--- src/rtl/rn_pkg.sv ---
package rn_pkg;
  typedef enum logic [1:0] {
    RN_RUN = 2'd0,
    RN_BLK = 2'd1,
    RN_UNB = 2'd2,
    RN_SQ  = 2'd3
  } rn_mode_e;
endpackage

--- src/rtl/rn_credit.sv ---
// Credit computation: reported free entries minus in-flight reservation.
module rn_credit #(
  parameter int W    = 4,
  parameter int DLY  = 1,
  parameter int FRW  = 6,
  parameter int CNTW = 3
) (
  input  logic [FRW-1:0]  rob_free,
  input  logic [FRW-1:0]  iq_free,
  output logic            cred_ok,
  output logic [CNTW-1:0] cred_lim
);
  localparam int CW = FRW + 2;
  localparam logic signed [CW-1:0] RSV = CW'(W * DLY);
  localparam logic signed [CW-1:0] WSG = CW'(W);

  logic signed [CW-1:0] rob_c;
  logic signed [CW-1:0] iq_c;
  logic signed [CW-1:0] low_c;

  assign rob_c = $signed({2'b00, rob_free}) - RSV;
  assign iq_c  = $signed({2'b00, iq_free}) - RSV;
  assign low_c = (rob_c < iq_c) ? rob_c : iq_c;

  assign cred_ok = (rob_c > 0) && (iq_c > 0);

  always_comb begin
    if (!cred_ok) begin
      cred_lim = '0;
    end else if (low_c >= WSG) begin
      cred_lim = CNTW'(W);
    end else begin
      cred_lim = low_c[CNTW-1:0];
    end
  end
endmodule

--- src/rtl/rn_skid.sv ---
// Group store used while the stage is blocked; drained oldest first.
module rn_skid #(
  parameter int W    = 4,
  parameter int TW   = 8,
  parameter int DW   = 2,
  parameter int CNTW = 3,
  parameter int SKD  = 4,
  localparam int PTRW = (SKD > 1) ? $clog2(SKD) : 1,
  localparam int SCW  = $clog2(SKD + 1)
) (
  input  logic            clk,
  input  logic            rst_n,
  input  logic            clr,
  input  logic            push,
  input  logic            pop,
  input  logic [CNTW-1:0] in_cnt,
  input  logic [W*TW-1:0] in_tag,
  input  logic [W-1:0]    in_sqd,
  input  logic [W*DW-1:0] in_dst,
  output logic [CNTW-1:0] hd_cnt,
  output logic [W*TW-1:0] hd_tag,
  output logic [W-1:0]    hd_sqd,
  output logic [W*DW-1:0] hd_dst,
  output logic [SCW-1:0]  level,
  output logic            full,
  output logic            empty
);
  logic [CNTW-1:0] m_cnt [SKD];
  logic [W*TW-1:0] m_tag [SKD];
  logic [W-1:0]    m_sqd [SKD];
  logic [W*DW-1:0] m_dst [SKD];

  logic [PTRW-1:0] wr_q, wr_d, rd_q, rd_d;
  logic [SCW-1:0]  lvl_q, lvl_d;
  logic            do_push, do_pop;

  function automatic logic [PTRW-1:0] nxt_ptr(input logic [PTRW-1:0] p);
    if (p == PTRW'(SKD - 1)) return '0;
    return p + 1'b1;
  endfunction

  assign full    = (lvl_q == SCW'(SKD));
  assign empty   = (lvl_q == '0);
  assign do_pop  = pop && !empty && !clr;
  assign do_push = push && !clr && (!full || do_pop);

  always_comb begin
    wr_d  = wr_q;
    rd_d  = rd_q;
    lvl_d = lvl_q;
    if (clr) begin
      wr_d  = '0;
      rd_d  = '0;
      lvl_d = '0;
    end else begin
      if (do_push) wr_d = nxt_ptr(wr_q);
      if (do_pop)  rd_d = nxt_ptr(rd_q);
      case ({do_push, do_pop})
        2'b10:   lvl_d = lvl_q + 1'b1;
        2'b01:   lvl_d = lvl_q - 1'b1;
        default: lvl_d = lvl_q;
      endcase
    end
  end

  always_ff @(posedge clk or negedge rst_n) begin
    if (!rst_n) begin
      wr_q  <= '0;
      rd_q  <= '0;
      lvl_q <= '0;
    end else begin
      wr_q  <= wr_d;
      rd_q  <= rd_d;
      lvl_q <= lvl_d;
    end
  end

  // Storage has no reset; contents are only read when level is non-zero.
  always_ff @(posedge clk) begin
    if (do_push) begin
      m_cnt[wr_q] <= in_cnt;
      m_tag[wr_q] <= in_tag;
      m_sqd[wr_q] <= in_sqd;
      m_dst[wr_q] <= in_dst;
    end
  end

  assign hd_cnt = m_cnt[rd_q];
  assign hd_tag = m_tag[rd_q];
  assign hd_sqd = m_sqd[rd_q];
  assign hd_dst = m_dst[rd_q];
  assign level  = lvl_q;
endmodule

--- src/rtl/rn_walk.sv ---
// Walks the slots of one group from a start index, skipping squashed
// slots, and stops at the first live slot that lacks a credit or enough
// free physical registers.
module rn_walk #(
  parameter int W    = 4,
  parameter int TW   = 8,
  parameter int DW   = 2,
  parameter int PW   = 6,
  parameter int CNTW = 3
) (
  input  logic [CNTW-1:0] src_cnt,
  input  logic [W*TW-1:0] src_tag,
  input  logic [W-1:0]    src_sqd,
  input  logic [W*DW-1:0] src_dst,
  input  logic [CNTW-1:0] start_idx,
  input  logic [CNTW-1:0] cred_lim,
  input  logic [PW-1:0]   preg_free,
  output logic [CNTW-1:0] emit_cnt,
  output logic [W*TW-1:0] emit_tag,
  output logic [CNTW-1:0] stop_idx,
  output logic            grp_done
);
  always_comb begin
    int  cred;
    int  pleft;
    int  k;
    int  need;
    logic halted;
    cred     = int'(cred_lim);
    pleft    = int'(preg_free);
    k        = 0;
    halted   = 1'b0;
    emit_tag = '0;
    stop_idx = src_cnt;
    for (int i = 0; i < W; i++) begin
      need = int'(src_dst[i*DW +: DW]);
      if (!halted && (i >= int'(start_idx)) && (i < int'(src_cnt))) begin
        if (src_sqd[i]) begin
          // dropped slot: consumes input only
        end else if ((cred == 0) || (pleft < need)) begin
          halted   = 1'b1;
          stop_idx = CNTW'(i);
        end else begin
          emit_tag[k*TW +: TW] = src_tag[i*TW +: TW];
          k     = k + 1;
          cred  = cred - 1;
          pleft = pleft - need;
        end
      end
    end
    emit_cnt = CNTW'(k);
    grp_done = !halted;
  end
endmodule

--- src/rtl/rn_stall_ctrl.sv ---
// Rename stage stall controller: mode FSM, skid store, credit limiting.
module rn_stall_ctrl
  import rn_pkg::*;
#(
  parameter int W   = 4,
  parameter int TW  = 8,
  parameter int DW  = 2,
  parameter int DLY = 1,
  parameter int SKD = 4,
  parameter int FRW = 6,
  parameter int PW  = 6,
  localparam int CNTW = $clog2(W + 1),
  localparam int SCW  = $clog2(SKD + 1)
) (
  input  logic            clk,
  input  logic            rst_n,
  input  logic [CNTW-1:0] dec_cnt,
  input  logic [W*TW-1:0] dec_tag,
  input  logic [W-1:0]    dec_sqd,
  input  logic [W*DW-1:0] dec_dst,
  input  logic            iew_stall,
  input  logic            cmt_stall,
  input  logic            cmt_squash,
  input  logic            cmt_rob_sq,
  input  logic [FRW-1:0]  rob_free,
  input  logic [FRW-1:0]  iq_free,
  input  logic [PW-1:0]   preg_free,
  output logic [CNTW-1:0] out_cnt,
  output logic [W*TW-1:0] out_tag,
  output logic            stall_dec,
  output logic [1:0]      mode
);
  rn_mode_e        st_q, st_d;
  logic [CNTW-1:0] idx_q, idx_d;
  logic            stall_q, stall_d;

  logic            sq_any, stl_any, dec_has;
  logic            skid_clr, skid_push, skid_pop;
  logic            emit;

  logic            cred_ok;
  logic [CNTW-1:0] cred_lim;

  logic [CNTW-1:0] hd_cnt;
  logic [W*TW-1:0] hd_tag;
  logic [W-1:0]    hd_sqd;
  logic [W*DW-1:0] hd_dst;
  logic [SCW-1:0]  skid_lvl;
  logic            skid_full, skid_empty;

  logic [CNTW-1:0] src_cnt;
  logic [W*TW-1:0] src_tag;
  logic [W-1:0]    src_sqd;
  logic [W*DW-1:0] src_dst;
  logic [CNTW-1:0] src_start;

  logic [CNTW-1:0] w_cnt;
  logic [W*TW-1:0] w_tag;
  logic [CNTW-1:0] w_stop;
  logic            w_done;
  logic            unblk_ok;

  assign sq_any   = cmt_squash | cmt_rob_sq;
  assign stl_any  = iew_stall | cmt_stall;
  assign dec_has  = (dec_cnt != '0);
  assign unblk_ok = !stl_any && cred_ok && (preg_free != '0);

  rn_credit #(.W(W), .DLY(DLY), .FRW(FRW), .CNTW(CNTW)) u_credit (
    .rob_free (rob_free),
    .iq_free  (iq_free),
    .cred_ok  (cred_ok),
    .cred_lim (cred_lim)
  );

  rn_skid #(.W(W), .TW(TW), .DW(DW), .CNTW(CNTW), .SKD(SKD)) u_skid (
    .clk    (clk),
    .rst_n  (rst_n),
    .clr    (skid_clr),
    .push   (skid_push),
    .pop    (skid_pop),
    .in_cnt (dec_cnt),
    .in_tag (dec_tag),
    .in_sqd (dec_sqd),
    .in_dst (dec_dst),
    .hd_cnt (hd_cnt),
    .hd_tag (hd_tag),
    .hd_sqd (hd_sqd),
    .hd_dst (hd_dst),
    .level  (skid_lvl),
    .full   (skid_full),
    .empty  (skid_empty)
  );

  // Source select: stored head while unblocking, live decode otherwise.
  always_comb begin
    if (st_q == RN_UNB) begin
      src_cnt   = hd_cnt;
      src_tag   = hd_tag;
      src_sqd   = hd_sqd;
      src_dst   = hd_dst;
      src_start = idx_q;
    end else begin
      src_cnt   = dec_cnt;
      src_tag   = dec_tag;
      src_sqd   = dec_sqd;
      src_dst   = dec_dst;
      src_start = '0;
    end
  end

  rn_walk #(.W(W), .TW(TW), .DW(DW), .PW(PW), .CNTW(CNTW)) u_walk (
    .src_cnt   (src_cnt),
    .src_tag   (src_tag),
    .src_sqd   (src_sqd),
    .src_dst   (src_dst),
    .start_idx (src_start),
    .cred_lim  (cred_lim),
    .preg_free (preg_free),
    .emit_cnt  (w_cnt),
    .emit_tag  (w_tag),
    .stop_idx  (w_stop),
    .grp_done  (w_done)
  );

  // Next-state logic.
  always_comb begin
    st_d      = st_q;
    idx_d     = idx_q;
    skid_clr  = 1'b0;
    skid_push = 1'b0;
    skid_pop  = 1'b0;
    emit      = 1'b0;
    unique case (st_q)
      RN_RUN, RN_SQ: begin
        if (sq_any) begin
          skid_clr = 1'b1;
          idx_d    = '0;
          st_d     = RN_SQ;
        end else if (stl_any) begin
          skid_push = dec_has;
          st_d      = RN_BLK;
        end else if (dec_has && !cred_ok) begin
          skid_push = 1'b1;
          idx_d     = '0;
          st_d      = RN_BLK;
        end else if (dec_has) begin
          emit = 1'b1;
          if (w_done) begin
            idx_d = '0;
            st_d  = RN_RUN;
          end else begin
            skid_push = 1'b1;
            idx_d     = w_stop;
            st_d      = RN_BLK;
          end
        end else begin
          st_d = RN_RUN;
        end
      end
      RN_BLK: begin
        if (sq_any) begin
          skid_clr = 1'b1;
          idx_d    = '0;
          st_d     = RN_SQ;
        end else begin
          skid_push = dec_has;
          if (unblk_ok) begin
            st_d = (skid_empty && !dec_has) ? RN_RUN : RN_UNB;
          end
        end
      end
      RN_UNB: begin
        if (sq_any) begin
          skid_clr = 1'b1;
          idx_d    = '0;
          st_d     = RN_SQ;
        end else begin
          skid_push = dec_has;
          if (stl_any || !cred_ok) begin
            st_d = RN_BLK;
          end else begin
            emit = 1'b1;
            if (w_done) begin
              skid_pop = 1'b1;
              idx_d    = '0;
              st_d     = ((skid_lvl == SCW'(1)) && !dec_has) ? RN_RUN : RN_UNB;
            end else begin
              idx_d = w_stop;
              st_d  = RN_BLK;
            end
          end
        end
      end
      default: st_d = RN_RUN;
    endcase
    stall_d = (st_d == RN_BLK) || (st_d == RN_UNB);
  end

  always_ff @(posedge clk or negedge rst_n) begin
    if (!rst_n) begin
      st_q    <= RN_RUN;
      idx_q   <= '0;
      stall_q <= 1'b0;
    end else begin
      st_q    <= st_d;
      idx_q   <= idx_d;
      stall_q <= stall_d;
    end
  end

  assign out_cnt   = emit ? w_cnt : '0;
  assign out_tag   = emit ? w_tag : '0;
  assign stall_dec = stall_q;
  assign mode      = st_q;
endmodule

--- config.mk ---
export PLATFORM = sky130hd
export DESIGN_NAME = rn_stall_ctrl
export DESIGN_NICKNAME = d
export VERILOG_FILES = /design/src/rtl/rn_pkg.sv /design/src/rtl/rn_credit.sv /design/src/rtl/rn_skid.sv /design/src/rtl/rn_walk.sv /design/src/rtl/rn_stall_ctrl.sv
export SDC_FILE = /design/constraint.sdc
export NUM_CORES = 1
export LEC_CHECK = 0
export ABC_AREA = 1
export BUFFER_PORTS_ARGS = -buffer_cell sky130_fd_sc_hd__buf_2
export CAP_MARGIN = 25
export CORE_ASPECT_RATIO = 0.8
export CORE_MARGIN = 2
export CORE_UTILIZATION = 60
export DETAILED_ROUTE_END_ITERATION = 6
export PLACE_DENSITY = 0.83
export SYNTH_ARGS = -nofsm -noshare
export SYNTH_HDL_FRONTEND = slang
export SYNTH_SLANG_ARGS = --single-unit
export TNS_END_PERCENT = 50
--- constraint.sdc ---
create_clock -name clk -period 20.5 [get_ports clk]
set_clock_uncertainty 0.15 [all_clocks]
set_input_delay 0 -clock clk [delete_from_list [all_inputs] [get_ports clk]]
set_output_delay 0 -clock clk [all_outputs]
set_load 0.01 [all_outputs]
Word-level counts from Yosys, hierarchy flattened
Memory sizes are Yosys's and may differ from the RTL's.
Index checks and enable logic that the tools add are counted.
- flip-flop bits (word level): 13
- memories: 4
- word-level logic and storage cells: 254
- input port bits: 71
- RAM bits: 188
- output and inout bits: 38
- memories (name ; words ; bits a word ; read ports ; clocked after Yosys merged registers in ; wr ports ; RTL line ; source):
    u_skid.m_tag ; 4 ; 32 ; 1 ; 0 ; 1 ; rn_skid.sv:29 ; logic [W*TW-1:0] m_tag [SKD];
    u_skid.m_dst ; 4 ; 8 ; 1 ; 0 ; 1 ; rn_skid.sv:31 ; logic [W*DW-1:0] m_dst [SKD];
    u_skid.m_sqd ; 4 ; 4 ; 1 ; 0 ; 1 ; rn_skid.sv:30 ; logic [W-1:0] m_sqd [SKD];
    u_skid.m_cnt ; 4 ; 3 ; 1 ; 0 ; 1 ; rn_skid.sv:28 ; logic [CNTW-1:0] m_cnt [SKD];
- multiplexer cells: 139
- order comparisons: 16
- bitwise gates (word level): 2
- $add $sub $neg: 18
- shift-type cells: 6
- reduce and logical (&&, ||, !) cells: 48
- eq/ne operators: 15
- operators with widths (operator ; number):
    $mux 32 ; 29
    $mux 29 ; 7
    $neg 32->33 ; 3
    $shift 8x33->32 const A ; 3
    $shiftx 8x33->32 ; 3
    $bwmux 32 ; 3
    $logic_not 32->1 ; 3
    $lt 32x3->1 ; 3
    $mux 3 ; 29
    $sub 32x2->32 const B ; 2
    $sub 32x3->32 ; 2
    $add 29x2->29 const B ; 2
    $mux 1 ; 41
    $mux 8 ; 5
    $mux 2 ; 19
    $logic_and 1x1->1 ; 17
    $gt 7x1->1 const B ; 2
    $sub 6x3->7 const B ; 2
    $eq 2x2->1 const B ; 6
    $logic_not 1->1 ; 9
    $pmux 3 s3 ; 1
    $ge 8x4->1 const B ; 1
    $logic_or 1x1->1 ; 7
    $lt 7x7->1 ; 1
    other kinds (30) ; 44

Logic depth before layout (Yosys ltp)
- depth in word-level cells: 39
- mapped depth: 69
- depth with buffers taken out: 64

Cells and area by module
A second synthesis with hierarchy kept.
- cell total of the unflattened synthesis: 1655
- area, all modules: 13377.8 um^2
- by module, submodules not included (module ; seq. area each (um^2) ; cells an instance ; instances ; area each (um^2)):
    rn_skid ; 5820.6 ; 521 ; 1 ; 7538.5
    rn_walk ; 0.0 ; 724 ; 1 ; 3819.9
    rn_stall_ctrl ; 150.1 ; 312 ; 1 ; 1493.9
    rn_credit ; 0.0 ; 98 ; 1 ; 525.5

Least setup slack after synthesis
No wires, ideal clock.
- kind: register -> register
- from: reg u_skid.rd_q[0]
- to: mem u_skid.m_cnt[3][0] (enable)
- arrival: 10.267 ns
- path buffers: 11
- data required time: 19.899 ns
- slack: 9.632 ns
- cell stages (with the launch flop): 58
- setup time: 0.451 ns
- cell sequence: dfrtp_1 > buf_6 > inv_4 > buf_6 > clkbuf_1 > clkbuf_1 > buf_1 > clkbuf_1 > o21ai_0 > o22ai_1 > mux2i_1 > ha_1 > nand2_1 > nand2_1 > o21bai_2 > nor2_1 > nand3_2 > buf_6 > (+22 left out) > buf_6 > a31oi_1 > ha_1 > nor4_1 > nand2_1 > nor2_1 > nand3_1 > nor2_1 > nand2_1 > nor2_1 > nand3_2 > nand2_4 > nand2_4 > nand4_2 > nand2_4 > clkinv_4 > nand2_4 > nor2_1
- longest elaborated chain between the ends: 32
- elaborated cells on any way between the ends: 83
- RTL lines (what ; RTL line ; source):
    start, declared ; rn_skid.sv:33 ; logic [PTRW-1:0] wr_q, wr_d, rd_q, rd_d;
    start signal, assigned ; rn_skid.sv:73 ; rd_q <= rd_d;
    $mem_v2 4x8 ; n/a ;
    $mux 8 ; rn_stall_ctrl.sv:96 ; if (st_q == RN_UNB) begin
    $lt 6x2->1 ; rn_walk.sv:40 ; end else if ((cred == 0) || (pleft < need)) begin
    $logic_or 1x1->1 ; rn_walk.sv:40 ;
    $mux 32 ; rn_walk.sv:40 ;
    $mux 32 ; rn_walk.sv:38 ; if (src_sqd[i]) begin
    $mux 32 ; rn_walk.sv:37 ; if (!halted && (i >= int'(start_idx)) && (i < int'(src_cnt))) begin
    $lt 32x3->1 / $logic_not 32->1 (equally long branches) ; rn_walk.sv:40 ;
    (+16 left out) ; n/a ;
    $mux 1 (on tied branches) ; rn_stall_ctrl.sv:142, rn_stall_ctrl.sv:173 ;
    $mux 1 (on tied branches) ; rn_stall_ctrl.sv:139, rn_stall_ctrl.sv:133 ;
    $mux 1 / $logic_and 1x1->1 (equally long branches) ; rn_stall_ctrl.sv:135, rn_skid.sv:44 ;
    $pmux 1 s2 / $logic_and 1x1->1 (equally long branches) ; rn_stall_ctrl.sv:133, rn_skid.sv:44 ;
    $logic_and 1x1->1 / $logic_or 1x1->1 (equally long branches) ; rn_skid.sv:45 ; assign do_push = push && !clr && (!full || do_pop);
    $logic_and 1x1->1 * ; rn_skid.sv:45 ;
    $mux 1 * ; rn_skid.sv:80 ; if (do_push) begin
    $mux 1 (not written as such) * ; rn_skid.sv:81 ; m_cnt[wr_q] <= in_cnt;
    end, declared ; rn_skid.sv:28 ;
Mark *: on every way between the ends. The rest lies on a longest branch, timed or not.

Final worst setup path
- from: reg u_skid.rd_q[0]
- to: out out_tag[0]
- longest elaborated chain between the ends: 24
- elaborated cells on any way between the ends: 101
- RTL lines (what ; RTL line ; source):
    $mem_v2 4x8 ; n/a ;
    $mux 8 ; rn_stall_ctrl.sv:96 ;
    $lt 6x2->1 ; rn_walk.sv:40 ;
    $logic_or 1x1->1 ; rn_walk.sv:40 ;
    $mux 32 ; rn_walk.sv:40 ;
    $mux 32 ; rn_walk.sv:38 ;
    $mux 32 ; rn_walk.sv:37 ;
    $lt 32x3->1 / $logic_not 32->1 (equally long branches) ; rn_walk.sv:40 ;
    (+8 left out) ; n/a ;
    $mux 29 ; rn_walk.sv:37 ;
    $neg 32->33 ; rn_walk.sv:44 ; emit_tag[k*TW +: TW] = src_tag[i*TW +: TW];
    $shiftx 8x33->32 / $shift 8x33->32 (equally long branches) ; rn_walk.sv:44 ;
    $bwmux 32 ; rn_walk.sv:44 ;
    $mux 32 ; rn_walk.sv:40 ;
    $mux 32 ; rn_walk.sv:38 ;
    $mux 32 * ; rn_walk.sv:37 ;
    $mux 32 * ; rn_stall_ctrl.sv:212 ; assign out_tag = emit ? w_tag : '0;
    end, declared ; rn_stall_ctrl.sv:29 ; output logic [W*TW-1:0] out_tag,
Marked as above.

==> results_dict.tcl <==
set metrics [dict create \
    status "completed" \
    max_freq_ghz 0.0964 \
    mostFrequentLayoutCell "nand2_1" \
    tns_ns 0 \
    initial_utilization_pct 60.7 \
    synth_edf_count 188 \
    p_leak_nw 6.34 \
    synth.area.top_cells "edfxtp_1 43%, nand2_1 9.7%, ha_1 5.1%" \
    synthMuxAreaShare_pct 0.308 \
    startpoint "u_skid.rd_q[0]$_DFFE_PN0P_" \
    dieArea_um2 22800 \
    yosys.area.top_type "edfxtp_1" \
    synth_compound_area_share_pct 13.5 \
    max_cap_violations 0 \
    clk_latency_ns 0.49 \
    critical_path.most_common_cell "nand2_1" \
    route.detailed.drc 0 \
    cp.required_ns 20.35 \
    synth_top_family_by_area "simple AND/OR/NAND/NOR gates" \
    area.growth.synth_to_final_pct 13.6 \
    core_um2 21400 \
    cp-end-kind "output port" \
    clk_pin_slew_ns 0.07 \
    cts_tree "built" \
    synth_top_area_share_pct 43.5 \
    max_stage_delay_ns 0.72 \
    gp_congestion 1.04 \
    first_pass_iters 7 \
    ant_nets 0 \
    synthAdderAreaFrac_pct 5.57 \
    final_max_slew_viol_count 0 \
    critPathLaunchType "register" \
    rr_worst_depth 48 \
    cts_made_buffers 18 \
    final_nets 1772 \
    finalCritPeriodShare_pct 50.6 \
    grt_pass1_vias 10641 \
    crit_fanout 94 \
    rsz0062_at_grt "no" \
    avgRoutedWirePerCell_um 18.6 \
    vdd_drop_max_mv 0.111 \
    ys_seq_elements 201 \
    utilization_pct 69.0 \
    clock-sinks 201 \
    cts_resized 0 \
    clockRootBuffer "clkbuf_16" \
    yosysSeqAreaShare_pct 46.0 \
    ys_warn_count 0 \
    power_mw 1.60 \
    synth-xor-area-share_pct 0.810 \
    die_y_um 136 \
    setup_violations 0 \
    layout-drive-gt1-share_pct 14.7 \
    final.min_clock_period_ns 10.37 \
    hold_depth 6 \
    port_buffers 108 \
    worstReg2RegStart "u_skid.rd_q[0]$_DFFE_PN0P_" \
    synth_nets 1649 \
    final_cell_mix "336 x nand2_1, 188 x edfxtp_1, 149 x nor2_1" \
    async_flop_share_pct 6.47 \
    die_x_um 168 \
    antenna_found_initial 0 \
    grt_overflow 0 \
    grt_first_pass_wirelength_um 55400 \
    relSlewSlack_pct 36.4 \
    grt_max_degree 95 \
    crit_path_top_delay_cell "inv_4" \
    pin_count 109 \
    timing.hold.ws_ns 0.121 \
    clk_path_buf_depth 3 \
    post_synth_num_cell_types 61 \
    hold_viol 0 \
    syn_avg_cell_area_um2 8.53 \
    cts-htree-levels 1 \
    hold_class "in2reg" \
    fillers 1564 \
    insertedDiodeCount 0 \
    syn_area_um2 13000 \
    hpwlAfterDp_um 24600 \
    drt_iter0_drc 1540 \
    vias 11704 \
    tightest_slew_ns 0.944 \
    placement_rows 48 \
    wl_um 36000 \
    hold_start "preg_free[0]" \
    track_usage_pct 31.0 \
    power_density_nw_per_um2 108 \
    arrival_ns 10.22 \
    synth_flop_cell "edfxtp_1" \
    via_per_inst 6.06 \
    crit_type "reg2out" \
    synth_cells 1522 \
    synth_simple_gate_area_share_pct 26.5 \
]
==> sequential cells by signal (all words and copies together), names as in the netlist <==
register / count
idx_q: 3
u_skid.rd_q: 2
mode: 2
u_skid.m_cnt: 12
u_skid.m_sqd: 16
u_skid.wr_q: 2
u_skid.m_tag: 128
u_skid.m_dst: 32
stall_dec: 1
u_skid.level: 3
==> Yosys cell counts (11+ instances only) <==
master,count
a21oi_1,88
a22oi_1,11
a32o_1,16
buf_1,14
buf_2,12
clkbuf_1,31
dfrtp_1,13
edfxtp_1,188
ha_1,53
inv_1,139
nand2_1,336
nand3_1,114
nand4_1,34
nor2_1,153
nor2_2,11
nor3_1,15
o21ai_0,108
o21ai_1,14
==> worst max-delay path: cells and delay by family (launching register included) <==
| family | cells | cell delay [ns] |
|---|---|---|
| AOI/OAI and AO/OA | 7 | 1.56 |
| adders and majority gates | 7 | 2.04 |
| buffers and inverters | 8 | 1.44 |
| DFF | 1 | 0.54 |
| muxes | 1 | 0.14 |
| and+or+nand+nor | 27 | 4.01 |
==> layout make-up <==
type | instances | area (um2) | area share, %
clock buffer | 22 | 487 | 3.30
inverter | 153 | 589 | 4.00
timing repair buffer | 171 | 1150 | 7.79
clock inverter | 10 | 96.3 | 0.653
sequential | 201 | 5970 | 40.5
tap | 275 | 344 | 2.33
multi-input combinational | 1100 | 6110 | 41.4
==> worst paths after layout <==
path	slack [ns]	end
max	10.13	out_tag[0]
min	0.12	mode[0]$_DFF_PN0_
max reg2reg	10.21	u_skid.m_tag[2][20]$_DFFE_PP_
min reg2reg	0.39	idx_q[1]$_DFFE_PN0P_
max in group asynchronous	19.32	u_skid.rd_q[0]$_DFFE_PN0P_
min in group asynchronous	0.43	stall_dec$_DFF_PN0_
==> stage by stage <==
stage | area [um2] | instances | setup slack (ns)
after global routing | 14700 | 1932 | 9.29
after global placement | 13600 | 1846 | 10.63
after floorplan | 13000 | 1522 | 9.63
after detailed placement | 13600 | 1846 | 10.06
final | 14700 | 1932 | 10.13
after CTS | 14700 | 1932 | 10.32
==> kinds of logic after synthesis <==
logic type	count (synthesis)
and+or+nand+nor	733
AOI/OAI and AO/OA	295
xor gates and xnor gates	12
DFF	201
muxes	4
buffers and inverters	221
adders and majority gates	56
==> timing repair <==
action,CTS,global route
hold buffers,54,0
endpoints found under the hold margin,213,0
setup buffers,0,0
==> report_power, final <==
part | switching (mW) | total (mW) | internal [mW]
Sequential | 0.00909 | 0.491 | 0.482
Combinational | 0.548 | 0.767 | 0.220
Clock | 0.143 | 0.337 | 0.194
Total | 0.700 | 1.60 | 0.896
==> metal layers <==
layer  track usage, %  vias up  wire [um]
met5             1.52        -          0
met4             10.4        0       1360
met3             7.62       95       4330
met2             47.9      719      15800
met1             43.1     5379      14400
li1                 -     5511          -
(Power assumes the default switching activity.)
